==> src/rtl/fold_fir_pkg.sv <==
package fold_fir_pkg;
   // accumulator width: full product plus growth for M terms
   function automatic int fold_acc_w(input int w, input int cw, input int m);
      return w + cw + $clog2(m);
   endfunction

   // number of distinct coefficients (multipliers)
   function automatic int fold_half(input int m);
      return (m + 1) / 2;
   endfunction

   // which unique coefficient serves tap k
   function automatic int fold_src(input int k, input int m);
      return (k < m - 1 - k) ? k : m - 1 - k;
   endfunction
endpackage

==> src/rtl/fold_fir_mults.sv <==
module fold_fir_mults
   import fold_fir_pkg::*;
#(
   parameter int W    = 8,
   parameter int CW   = 8,
   parameter int HALF = 4,
   parameter logic [HALF*CW-1:0] COEF = '0,
   localparam int PW  = W + CW
)(
   input  logic signed [W-1:0]  x,
   output logic signed [PW-1:0] prod [HALF]
);
   for (genvar j = 0; j < HALF; j++) begin : g_mul
      localparam logic signed [CW-1:0] CJ = COEF[j*CW +: CW];
      logic signed [CW-1:0] cj;
      assign cj      = CJ;
      assign prod[j] = x * cj;
   end
endmodule

==> src/rtl/fold_fir_chain.sv <==
module fold_fir_chain
   import fold_fir_pkg::*;
#(
   parameter int M    = 7,
   parameter int PW   = 16,
   parameter int AW   = 19,
   parameter bit ANTI = 1'b0,
   localparam int HALF = fold_half(M)
)(
   input  logic                 clk,
   input  logic                 rst_n,
   input  logic                 en,
   input  logic signed [PW-1:0] prod [HALF],
   output logic signed [AW-1:0] sum_out,
   output logic signed [AW-1:0] head
);
   logic signed [AW-1:0] tap_p [M];
   logic signed [AW-1:0] part  [1:M-1];

   // route each product to its one or two taps, sign-extended
   for (genvar k = 0; k < M; k++) begin : g_route
      localparam int J   = fold_src(k, M);
      localparam bit NEG = ANTI && (k > M - 1 - k);
      logic signed [AW-1:0] ext;
      assign ext = {{(AW-PW){prod[J][PW-1]}}, prod[J]};
      if (NEG) begin : g_neg
         assign tap_p[k] = -ext;
      end else begin : g_pos
         assign tap_p[k] = ext;
      end
   end

   // transposed adder-register chain
   for (genvar k = 1; k < M; k++) begin : g_stage
      if (k == M - 1) begin : g_last
         always_ff @(posedge clk) begin
            if (!rst_n)  part[k] <= '0;
            else if (en) part[k] <= tap_p[k];
         end
      end else begin : g_mid
         always_ff @(posedge clk) begin
            if (!rst_n)  part[k] <= '0;
            else if (en) part[k] <= tap_p[k] + part[k+1];
         end
      end
   end

   assign head    = part[1];
   assign sum_out = tap_p[0] + part[1];
endmodule

==> src/rtl/sym_fold_fir.sv <==
module sym_fold_fir
   import fold_fir_pkg::*;
#(
   parameter int W    = 8,
   parameter int CW   = 8,
   parameter int M    = 7,
   parameter bit ANTI = 1'b0,
   parameter logic [fold_half(M)*CW-1:0] COEF = {8'h80, 8'h12, 8'hFD, 8'h05},
   localparam int HALF = fold_half(M),
   localparam int PW   = W + CW,
   localparam int AW   = fold_acc_w(W, CW, M)
)(
   input  logic                 clk,
   input  logic                 rst_n,
   input  logic                 in_valid,
   input  logic signed [W-1:0]  in_data,
   output logic                 out_valid,
   output logic signed [AW-1:0] out_data
);
   // elaboration-time parameter checks
   if (W < 2)  begin : g_bad_w  $error("W must be at least 2");  end
   if (CW < 2) begin : g_bad_cw $error("CW must be at least 2"); end
   if (M < 2)  begin : g_bad_m  $error("M must be at least 2");  end
   if (ANTI && (M % 2 == 1) && (COEF[(HALF-1)*CW +: CW] != '0)) begin : g_bad_ctr
      $error("anti-symmetric odd length needs a zero centre coefficient");
   end

   logic signed [PW-1:0] prod [HALF];
   logic signed [AW-1:0] chain_sum;
   logic signed [AW-1:0] chain_head;

   fold_fir_mults #(.W(W), .CW(CW), .HALF(HALF), .COEF(COEF)) u_mul (
      .x    (in_data),
      .prod (prod)
   );

   fold_fir_chain #(.M(M), .PW(PW), .AW(AW), .ANTI(ANTI)) u_chain (
      .clk     (clk),
      .rst_n   (rst_n),
      .en      (in_valid),
      .prod    (prod),
      .sum_out (chain_sum),
      .head    (chain_head)
   );

   always_ff @(posedge clk) begin
      if (!rst_n) begin
         out_valid <= 1'b0;
         out_data  <= '0;
      end else begin
         out_valid <= in_valid;
         if (in_valid) out_data <= chain_sum;
      end
   end
endmodule

==> config.mk <==
export PLATFORM = sky130hd
export DESIGN_NAME = sym_fold_fir
export DESIGN_NICKNAME = d
export VERILOG_FILES = /design/src/rtl/fold_fir_pkg.sv /design/src/rtl/fold_fir_mults.sv /design/src/rtl/fold_fir_chain.sv /design/src/rtl/sym_fold_fir.sv
export SDC_FILE = /design/constraint.sdc
export NUM_CORES = 1
export LEC_CHECK = 0
export BUFFER_PORTS_ARGS = -buffer_cell sky130_fd_sc_hd__buf_2
export CELL_PAD_IN_SITES_DETAIL_PLACEMENT = 1
export CELL_PAD_IN_SITES_GLOBAL_PLACEMENT = 1
export CORE_MARGIN = 2
export CORE_UTILIZATION = 46
export CTS_CLUSTER_SIZE = 28
export DETAILED_ROUTE_END_ITERATION = 6
export GPL_TIMING_DRIVEN = 1
export PLACE_DENSITY = 0.78
export SYNTH_ARGS = -nofsm -noshare
export SYNTH_HDL_FRONTEND = slang
export SYNTH_HIERARCHICAL = 1
export SYNTH_SLANG_ARGS = --single-unit
export TNS_END_PERCENT = 10
==> constraint.sdc <==
create_clock -name clk -period 4.85 [get_ports clk]
set_input_delay 1.455 -clock clk [delete_from_list [all_inputs] [get_ports clk]]
set_output_delay 1.455 -clock clk [all_outputs]
set_load 0.03 [all_outputs]
==> summary.txt, run 1 <==
Max Cap Viol - 0
initial antenna violation count - 0
Die ar. - 26,200 um2
most common cell after layout, fill and taps aside - buf_4
post-synth top area share - 0.291
Synth area leader - edfxtp_1
CP Class - in2reg
Power Density - 425 nW/um2
FP Rows - 57
crit path max fanout - 4
endpoints failing hold - 0
main flop type after synthesis - edfxtp_1
CTS tree - yes
Pre-antenna DRT Iters - 5
clk sinks - 131
Pwr Total - 0.00612 W
Distinct cells, synth - 81
Simple-Gate Fraction of Synth Area - 0.149
largest net degree at the start of global routing - 66
Startpoint Class - primary input
DR iter-0 viols - 684
Lkg Pwr - 6.59 nW
final setup vio count - 4
r2r worst-path depth - 10
Routed WL - 39.5 mm
Critical Path RT - 5.03 ns
Skew-Pair Late Insertion Delay - 0.45 ns
global-route wire length before repair - 59.5 mm
adder-cell share of the synthesized area - 0.181
share of cells above drive strength 1 - 0.257
placed cell area - 13,400 um2
diode count - 0
FF+latch count, synth - 131
Root Buffer - clkbuf_16
Synth warnings - 6
gp weighted congestion - 0.887
clock skew - 0.0160 ns
Place WS - -0.564 ns
Hold WC Path Type - reg2reg
Syn Area/Cell - 9.49 um2
GR Util All Layers - 0.289
EDFF count, synth - 111
# fillers - 2,759
largest family of logic cells by synthesized area - compound AO/OA/AOI/OAI gates
relative slew slack - 0.539
core area - 24,400 um2
status - finished, violations left
Vias/cell - 6.01
Via Count - 10.6k
number of antenna-violating nets in the routed design - 0
final worst-path cycle share - 1.01
XOR/XNOR share of the synthesized area - 0.0596
failing checks - setup timing
DIE HEIGHT - 162 um
Layout area overhead - 25.4%
Synth Area in Compound Gates - 0.209
CTS Buf Count - 17
DRC - 0
max-slew violations - 0
Worst-path clk slew - 0.07 ns
worst vdd ir - 0.000188 V
minimum clock period - 4.89 ns
num ports - 31
final instance area - 14,400 um2
WHS Path Cells - 2
Initial Utilization - 0.470
synthesized area - 11,500 um2
most frequent cells in the layout - buf_4, ha_1, edfxtp_1
DR WL/cell - 22.5 um
Mapped Cells - 1,208
CTS Hold Bufs - 0
I/O Buffers - 30
top cells by area, synth - edfxtp_1, ha_1, xnor2_1
gr ovfl total - 0
width of the die - 162 um
# H-tree levels - 4
CP endpoint kind - register
post-synthesis mux area share - 0.0282
f_max - 204 MHz
Seq/Total Area, Yosys - 0.326
worst slew pin tran - 0.685 ns
detailed placement HPWL - 27.2 mm
WP data arrival - 5.07 ns
vias in the first global route - 11.2k
async set-reset flop share out of synthesis - 0
clock buffer depth - 2
Final Net Count - 1,592
RSZ-0062 raised after global routing - true
PnR worst setup slack - -0.0444 ns
==> final cells by class <==
cell class                 count  area, um2  area share
multi-input combinational    971       7690       0.534
clock inverter                15        138     0.00957
timing repair buffer         243       1780       0.124
tap                          324        405      0.0282
inverter                      57        214      0.0149
sequential                   131       3730       0.260
clock buffer                  17        425      0.0296
==> power by group <==
| part | leakage (nW) | switching [W] | internal [W] |
|---|---|---|---|
| clock network | 0.282 | 0.000613 | 0.000677 |
| logic | 4.92 | 0.00185 | 0.00146 |
| registers | 1.38 | 0.0000829 | 0.00143 |
| total | 6.59 | 0.00255 | 0.00357 |
==> synth_stat cells (3+ instances only) <==
master	instances
and2_1	7
o21bai_1	15
o21ai_0	61
and3_1	31
or3_1	7
dfxtp_1	20
nor2_1	95
nand4_1	5
a211oi_2	5
clkbuf_1	19
edfxtp_1	111
o31ai_1	5
o21a_1	18
a211o_1	3
nor3_1	32
mux2i_1	30
xor2_1	22
a31oi_1	14
nor2b_1	32
o21ai_1	7
nand2b_1	21
buf_1	5
fa_1	10
a21oi_1	93
o211ai_1	13
a211oi_1	21
inv_1	57
nand3_1	19
xnor2_1	56
nor4_1	4
a21o_1	40
a311o_1	3
nor3b_1	7
a31o_2	4
nand2_1	69
ha_1	150
o31a_1	5
buf_4	28
==> path summary, 6_finish.rpt <==
| path | from | end | slack [ns] |
|---|---|---|---|
| setup / recovery | in_data[1] | u_chain/part[1][14] | -0.04 |
| hold / removal | out_data[7] | out_data[7] | 0.51 |
| setup reg to reg | u_chain/part[2][0] | u_chain/part[1][14] | 1.99 |
| hold reg to reg | out_data[7] | out_data[7] | 0.51 |
==> cell families (layout without fill, tap and decap cells) <==
kind of cell / Yosys count / count (layout)
flip-flops: 131 / 131
AO/OA/AOI/OAI: 350 / 350
buffers and inverters: 113 / 332
other: 1 / 8
multiplexers: 32 / 32
XOR/XNOR: 78 / 78
AND/OR/NAND/NOR: 343 / 343
adder cells (fa/ha/maj): 160 / 160
==> through the flow <==
step / util / hold slack, ns / TNS (ns) / cells
6_report: 0.590 / 0.513 / -0.0822 / 1758
5_1_grt: 0.590 / 0.539 / -1.10 / 1758
4_1_cts: 0.574 / 0.522 / -0.00981 / 1751
3_5_place_dp: 0.548 / 0.506 / -14.61 / 1717
3_3_place_gp: 0.548 / 0.490 / -10.93 / 1717
2_1_floorplan: - / 0.590 / -0.157 / 1215
==> per-layer routing <==
metal / track usage / up-vias / wire, um
met5: 0 / - / 0
met4: 0.116 / 0 / 1480
met3: 0.0370 / 97 / 1400
met2: 0.530 / 289 / 20300
met1: 0.341 / 5302 / 16400
li1: - / 4882 / -
==> worst max-delay path, cell delays in order <==
cell,delay (ns)
buf_2,0.12
inv_1,0.13
ha_4,0.23
ha_1,0.28
ha_1,0.18
inv_1,0.06
fa_2,0.36
nor2b_2,0.13
o31a_1,0.30
a21oi_2,0.11
ha_1,0.36
nor2_1,0.07
nor2_1,0.27
o2111ai_4,0.22
buf_4,0.22
o31ai_1,0.32
xnor2_1,0.18
nor2_1,0.06
==> repair_timing <==
action	4_1_cts	5_1_grt
resized for setup	12	59
endpoints found under the setup margin	20	33
pin swaps	6	15
endpoints found under the hold margin	0	0
buffers inserted	2	7
==> flip-flops by register name, summed over array words and instances (netlist names) <==
register / cells
out_valid: 1
out_data: 19
u_chain/part: 111
No activity file was read; power rests on OpenSTA's default activity.
==> run 2: changes to the inputs <==
- REMOVE_ABC_BUFFERS: unset -> 1
==> summary.txt, run 2 (same netlist as run 1, synthesis figures left out) <==
GR Util All Layers - 0.294 (+0.00491)
gr ovfl total - 0 (unchanged)
clock buffer depth - 2 (unchanged)
worst r2r src - u_chain/part[2][0]
initial antenna violation count - 1 (+1)
CP endpoint kind - register
CTS Buf Count - 17 (unchanged)
met2 Use GR - 0.546 (+0.0162)
global route hottest layer - met2
Hold WC Path Type - reg2reg
share of cells above drive strength 1 - 0.271 (+0.0142)
PnR worst setup slack - -0.0904 ns (-0.0460 ns)
hold path start - out_data[12]
global-route wire length before repair - 59.8 mm (+0.40%)
worst r2r dst - u_chain/part[1][14]
Pre-antenna DRT Iters - 5 (unchanged)
WHS Path Cells - 2 (unchanged)
Die ar. - 26,200 um2 (unchanged)
final instance area - 14,600 um2 (+1.3%)
minimum clock period - 4.94 ns (+0.0460 ns)
FP Rows - 57 (unchanged)
Place WS - -0.713 ns (-0.149 ns)
Lkg Pwr - 6.64 nW (+0.76%)
most frequent cells in the layout - buf_4, ha_1, edfxtp_1
Via Count - 10.9k (+3.0%)
num ports - 31 (unchanged)
number of antenna-violating nets in the routed design - 0 (unchanged)
max-slew violations - 0 (unchanged)
vias in the first global route - 11.2k (+0.61%)
r2r worst-path depth - 10 (unchanged)
CP Class - in2reg
CTS tree - yes
Skew-Pair Late Insertion Delay - 0.46 ns (about the same)
worst slew pin tran - 1.03 ns (+0.349 ns)
# fillers - 2,755 (-0.14%)
Routed WL - 42.2 mm (+6.6%)
DR iter-0 viols - 734 (+7.3%)
Max Cap Viol - 0 (unchanged)
Startpoint Class - primary input
WP data arrival - 5.10 ns (+0.03 ns)
Vias/cell - 6.16 (+2.4%)
f_max - 202 MHz (-0.93%)
met1 Usage GRT - 0.341 (-0.000543)
endpoints failing hold - 0 (unchanged)
status - finished, violations left
met3 Use GR - 0.0467 (+0.00970)
Layout area overhead - 27.0%
detailed placement HPWL - 26.9 mm (-1.4%)
Final Net Count - 1,602 (+0.63%)
Root Buffer - clkbuf_16
I/O Buffers - 30 (unchanged)
gp weighted congestion - 0.873 (-1.5%)
Worst-path clk slew - 0.07 ns (about the same)
DRC - 0 (unchanged)
Critical Path RT - 5.01 ns (-0.02 ns)
worst vdd ir - 0.000204 V (+8.6%)
final setup vio count - 12 (+8)
clk sinks - 131 (unchanged)
Worst Hold End - out_data[12]
WHS - 0.520 ns (+0.00689 ns)
most common cell after layout, fill and taps aside - buf_4
largest net degree at the start of global routing - 43 (-35%)
Power Density - 433 nW/um2 (+1.8%)
final worst-path cycle share - 1.02 (+0.00949)
crit path max fanout - 6 (+2)
DIE HEIGHT - 162 um (unchanged)
Initial Utilization - 0.470 (unchanged)
r2r setup slk - 2.02 ns (+0.03 ns)
RSZ-0062 raised after global routing - true
worst setup path start - in_data[3]
width of the die - 162 um (unchanged)
relative slew slack - 0.311 (-0.229)
failing checks - setup timing
DR WL/cell - 23.8 um (+6.0%)
# H-tree levels - 4 (unchanged)
Regs by FF count - u_chain/part: 111 flops, out_data: 19 flops, out_valid: 1 flops
clock skew - 0.0137 ns (-0.00225 ns)
Largest Register - u_chain/part
core area - 24,400 um2 (unchanged)
placed cell area - 13,400 um2 (about the same)
setup TNS - -0.616 ns (-0.533 ns)
Largest register FFs - 111 (unchanged)
run 2: changes by cell type in the layout (fill, tap and decap cells not counted), sizes merged:
| cell | before | now |
|---|---|---|
| clkbuf | 19 | 22 |
| clkinvlp | 0 | 1 |
| diode | 0 | 1 |
| buf | 241 | 252 |
| clkinv | 6 | 3 |
| inv | 66 | 63 |
| bufinv | 0 | 1 |
run 2: report_power, final:
part	leakage (nW)	internal (W)	switching [W]
Sequential	1.38	0.00143	0.0000904
Clock	0.292	0.000778	0.000605
Combinational	4.96	0.00150	0.00190
run 2: metrics by stage:
stage,util,instances,power [W]
2_1_floorplan,-,1159,0.00336
3_3_place_gp,0.547,1728,0.00437
3_5_place_dp,0.547,1728,0.00453
4_1_cts,0.580,1764,0.00602
5_1_grt,0.597,1768,0.00659
6_report,0.597,1769,0.00630
run 2: per-layer routing:
layer  wire length, um  part of all wire
met4              1580             0.038
met1             16700              0.40
met3              1830             0.043
met2             22000              0.52
met5                 0                 0
run 2: cell type report:
class,instances,area [um2],area share
repair buffers,253,1860,0.127
well taps,324,405,0.0278
clock buffers,21,483,0.0332
multi-input cells,971,7760,0.533
diodes,1,2.50,0.000172
flip-flops and latches,131,3730,0.256
clock inverters,11,113,0.00773
inverters,57,214,0.0147
run 2: worst max-delay path, stage by stage:
cell and delay (ns):
buf_2 0.14, inv_1 0.17, ha_4 0.25, ha_4 0.30, ha_4 0.22, a21oi_1 0.26
a21oi_1 0.16, a211oi_2 0.26, xnor2_2 0.12, buf_6 0.15, buf_4 0.17, ha_1 0.36
a21oi_1 0.27, nor2b_1 0.10, o21ai_2 0.18, o311ai_4 0.14, buf_4 0.16, xnor2_1 0.13
nor2_1 0.08
run 2: how the worst max path moves through the flow:
| stage | endpoint | slack, ns |
|---|---|---|
| floorplan | u_chain/part[1][18] | -0.66 |
| CTS | u_chain/part[1][16] | 0.009 |
| finish | u_chain/part[5][14] | -0.09 |
| detailed placement | u_chain/part[5][14] | -0.71 |
| global route | u_chain/part[2][16] | -0.21 |
| global placement | u_chain/part[5][14] | -0.56 |
run 2: timing repair:
item / CTS / global route
gates resized for setup: 29 / 71
buffers inserted: 4 / 4
pin swaps: 14 / 24
hold endpoints to repair: 0 / 0
setup endpoints to repair: 20 / 35
hold buffers: 0 / 0
==> run 3: changes to the inputs <==
- SKIP_CTS_REPAIR_TIMING: unset -> 1
==> summary.txt, run 3 (same netlist as run 1, synthesis figures left out) <==
Skew-Pair Late Insertion Delay - 0.45 ns (about the same)
Die ar. - 26,200 um2 (unchanged)
gp weighted congestion - 0.873 (unchanged)
CP most frequent cell - buf_4
slowest CP cell - fa_2
CP endpoint kind - register
failing checks - setup timing
crit path cell chain - buf_2 > inv_2 > ha_4 > ha_1 > ha_2 > inv_2 > fa_2 > nor2b_2 > o31a_1 > nor4b_2 > nor3b_2 > buf_4 > ha_4 > a21oi_4 > nand2_2 > nor4_2 > buf_4 > o311ai_2 > buf_4 > xnor2_1 > nor2_1
Final Net Count - 1,603 (+0.062%)
DR WL/cell - 23.1 um (-3.2%)
number of antenna-violating nets in the routed design - 0 (unchanged)
Initial Utilization - 0.470 (unchanged)
# H-tree levels - 4 (unchanged)
share of cells above drive strength 1 - 0.276 (+0.00535)
clock buffer depth - 2 (unchanged)
crit path max fanout - 3 (-3)
detailed placement HPWL - 26.9 mm (unchanged)
worst vdd ir - 0.000208 V (+1.9%)
largest net degree at the start of global routing - 43 (unchanged)
# fillers - 2,739 (-0.58%)
switching share of power - 0.407 (-0.00439)
core area - 24,400 um2 (unchanged)
Inst Count DP - 1,728 (unchanged)
num ports - 31 (unchanged)
width of the die - 162 um (unchanged)
final std cells w/o fill - 1,769 (unchanged)
Hold WC Path Type - reg2reg
Largest register FFs - 111 (unchanged)
Power Density - 429 nW/um2 (-0.82%)
Worst-path clk slew - 0.07 ns (about the same)
diode count - 0 (-1)
Routed WL - 40.8 mm (-3.2%)
global-route wire length before repair - 58.5 mm (-2.1%)
worst slew pin tran - 0.998 ns (-0.0364 ns)
CTS Buf Count - 17 (unchanged)
Regs by FF count - u_chain/part: 111 flops, out_data: 19 flops, out_valid: 1 flops
endpoints failing hold - 0 (unchanged)
WP data arrival - 5.15 ns (+0.05 ns)
initial antenna violation count - 0 (-1)
Pint - 0.00371 W (about the same)
most frequent cells in the layout - buf_4, ha_1, edfxtp_1
Critical Path RT - 5.02 ns (about the same)
Root Buffer - clkbuf_16
Sequential Power Share - 0.243 (about the same)
CTS tree - yes
Multi-input gate area - 7770 um2 (about the same)
max incr delay on CP - 0.36 ns (about the same)
WHS - 0.519 ns (-0.000428 ns)
final worst-path cycle share - 1.03 (+0.00911)
Buffers & Inverters on Critical Path - 6 (+1)
most common cell after layout, fill and taps aside - buf_4
Via Count - 10.7k (-1.8%)
Crit path max-delay family - adder cells
gr ovfl total - 0 (unchanged)
FP Rows - 57 (unchanged)
I/O Buffers - 30 (unchanged)
DR iter-0 viols - 680 (-7.4%)
Largest Register - u_chain/part
max-slew violations - 0 (unchanged)
DIE HEIGHT - 162 um (unchanged)
Comb pwr share - 0.538 (about the same)
DRC - 0 (unchanged)
clk sinks - 131 (unchanged)
vias in the first global route - 11.2k (-0.64%)
Pre-antenna DRT Iters - 5 (unchanged)
Layout area overhead - 27.2%
f_max - 201 MHz (-0.89%)
status - finished, violations left
Pwr Total - 0.00626 W (-0.68%)
minimum clock period - 4.98 ns (+0.0442 ns)
Max Cap Viol - 0 (unchanged)
final core occ - 0.598 (+0.000821)
CP Class - in2reg
GR Util All Layers - 0.287 (-0.00655)
relative slew slack - 0.332 (+0.0219)
Net Sw Power - 0.00255 W (-1.7%)
FF/Latch Area - 3730 um2 (unchanged)
Lkg Pwr - 6.64 nW (about the same)
setup TNS - -0.550 ns (+0.0655 ns)
Vias/cell - 6.04 (-1.8%)
clock skew - 0.0120 ns (-0.00175 ns)
PnR worst setup slack - -0.135 ns (-0.0442 ns)
Clock Power Share - 0.219 (about the same)
final setup vio count - 7 (-5)
RSZ-0062 raised after global routing - true
Startpoint Class - primary input
-- run 3: through the flow --
stage | area [um2] | worst slack [ns]
finish | 14600 | -0.135
global route | 14600 | -0.212
CTS | 13900 | -0.290
detailed placement | 13400 | -0.713
global placement | 13400 | -0.557
floorplan | 11200 | -0.656
-- run 3: path summary, 6_finish.rpt --
kind                      startpoint             endpoint  slack, ns  cells past startpoint
setup / recovery          in_data[1]  u_chain/part[5][14]      -0.13                     21
hold / removal          out_data[12]         out_data[12]       0.52                      2
setup reg to reg  u_chain/part[6][0]  u_chain/part[5][14]       1.97                     11
hold reg to reg         out_data[12]         out_data[12]       0.52                      2
-- run 3: routing by layer --
layer,wire (um),GRT usage
met1,16000,0.335
met2,21300,0.528
met3,1820,0.0444
met4,1750,0.113
met5,0,0
-- run 3: power groups by stage --
stage / combinational, W / clock (W) / sequential, W
after floorplan: 0.00178 / 0 / 0.00158
final: 0.00337 / 0.00137 / 0.00152
after detailed placement: 0.00299 / 0 / 0.00153
after global routing: 0.00361 / 0.00143 / 0.00154
after global placement: 0.00285 / 0 / 0.00152
after CTS: 0.00308 / 0.00138 / 0.00152
-- run 3: cell type report --
| class | count | share of cell area |
|---|---|---|
| inverters | 57 | 0.0147 |
| clock inverters | 11 | 0.00772 |
| clock buffers | 21 | 0.0331 |
| well taps | 324 | 0.0278 |
| repair buffers | 254 | 0.128 |
| flip-flops and latches | 131 | 0.256 |
| multi-input cells | 971 | 0.532 |
-- run 3: tightest hold or removal path, stage by stage (launching register included) --
cell     delay (ns)
dfxtp_1        0.32
mux2i_1        0.06
nor2b_1        0.10
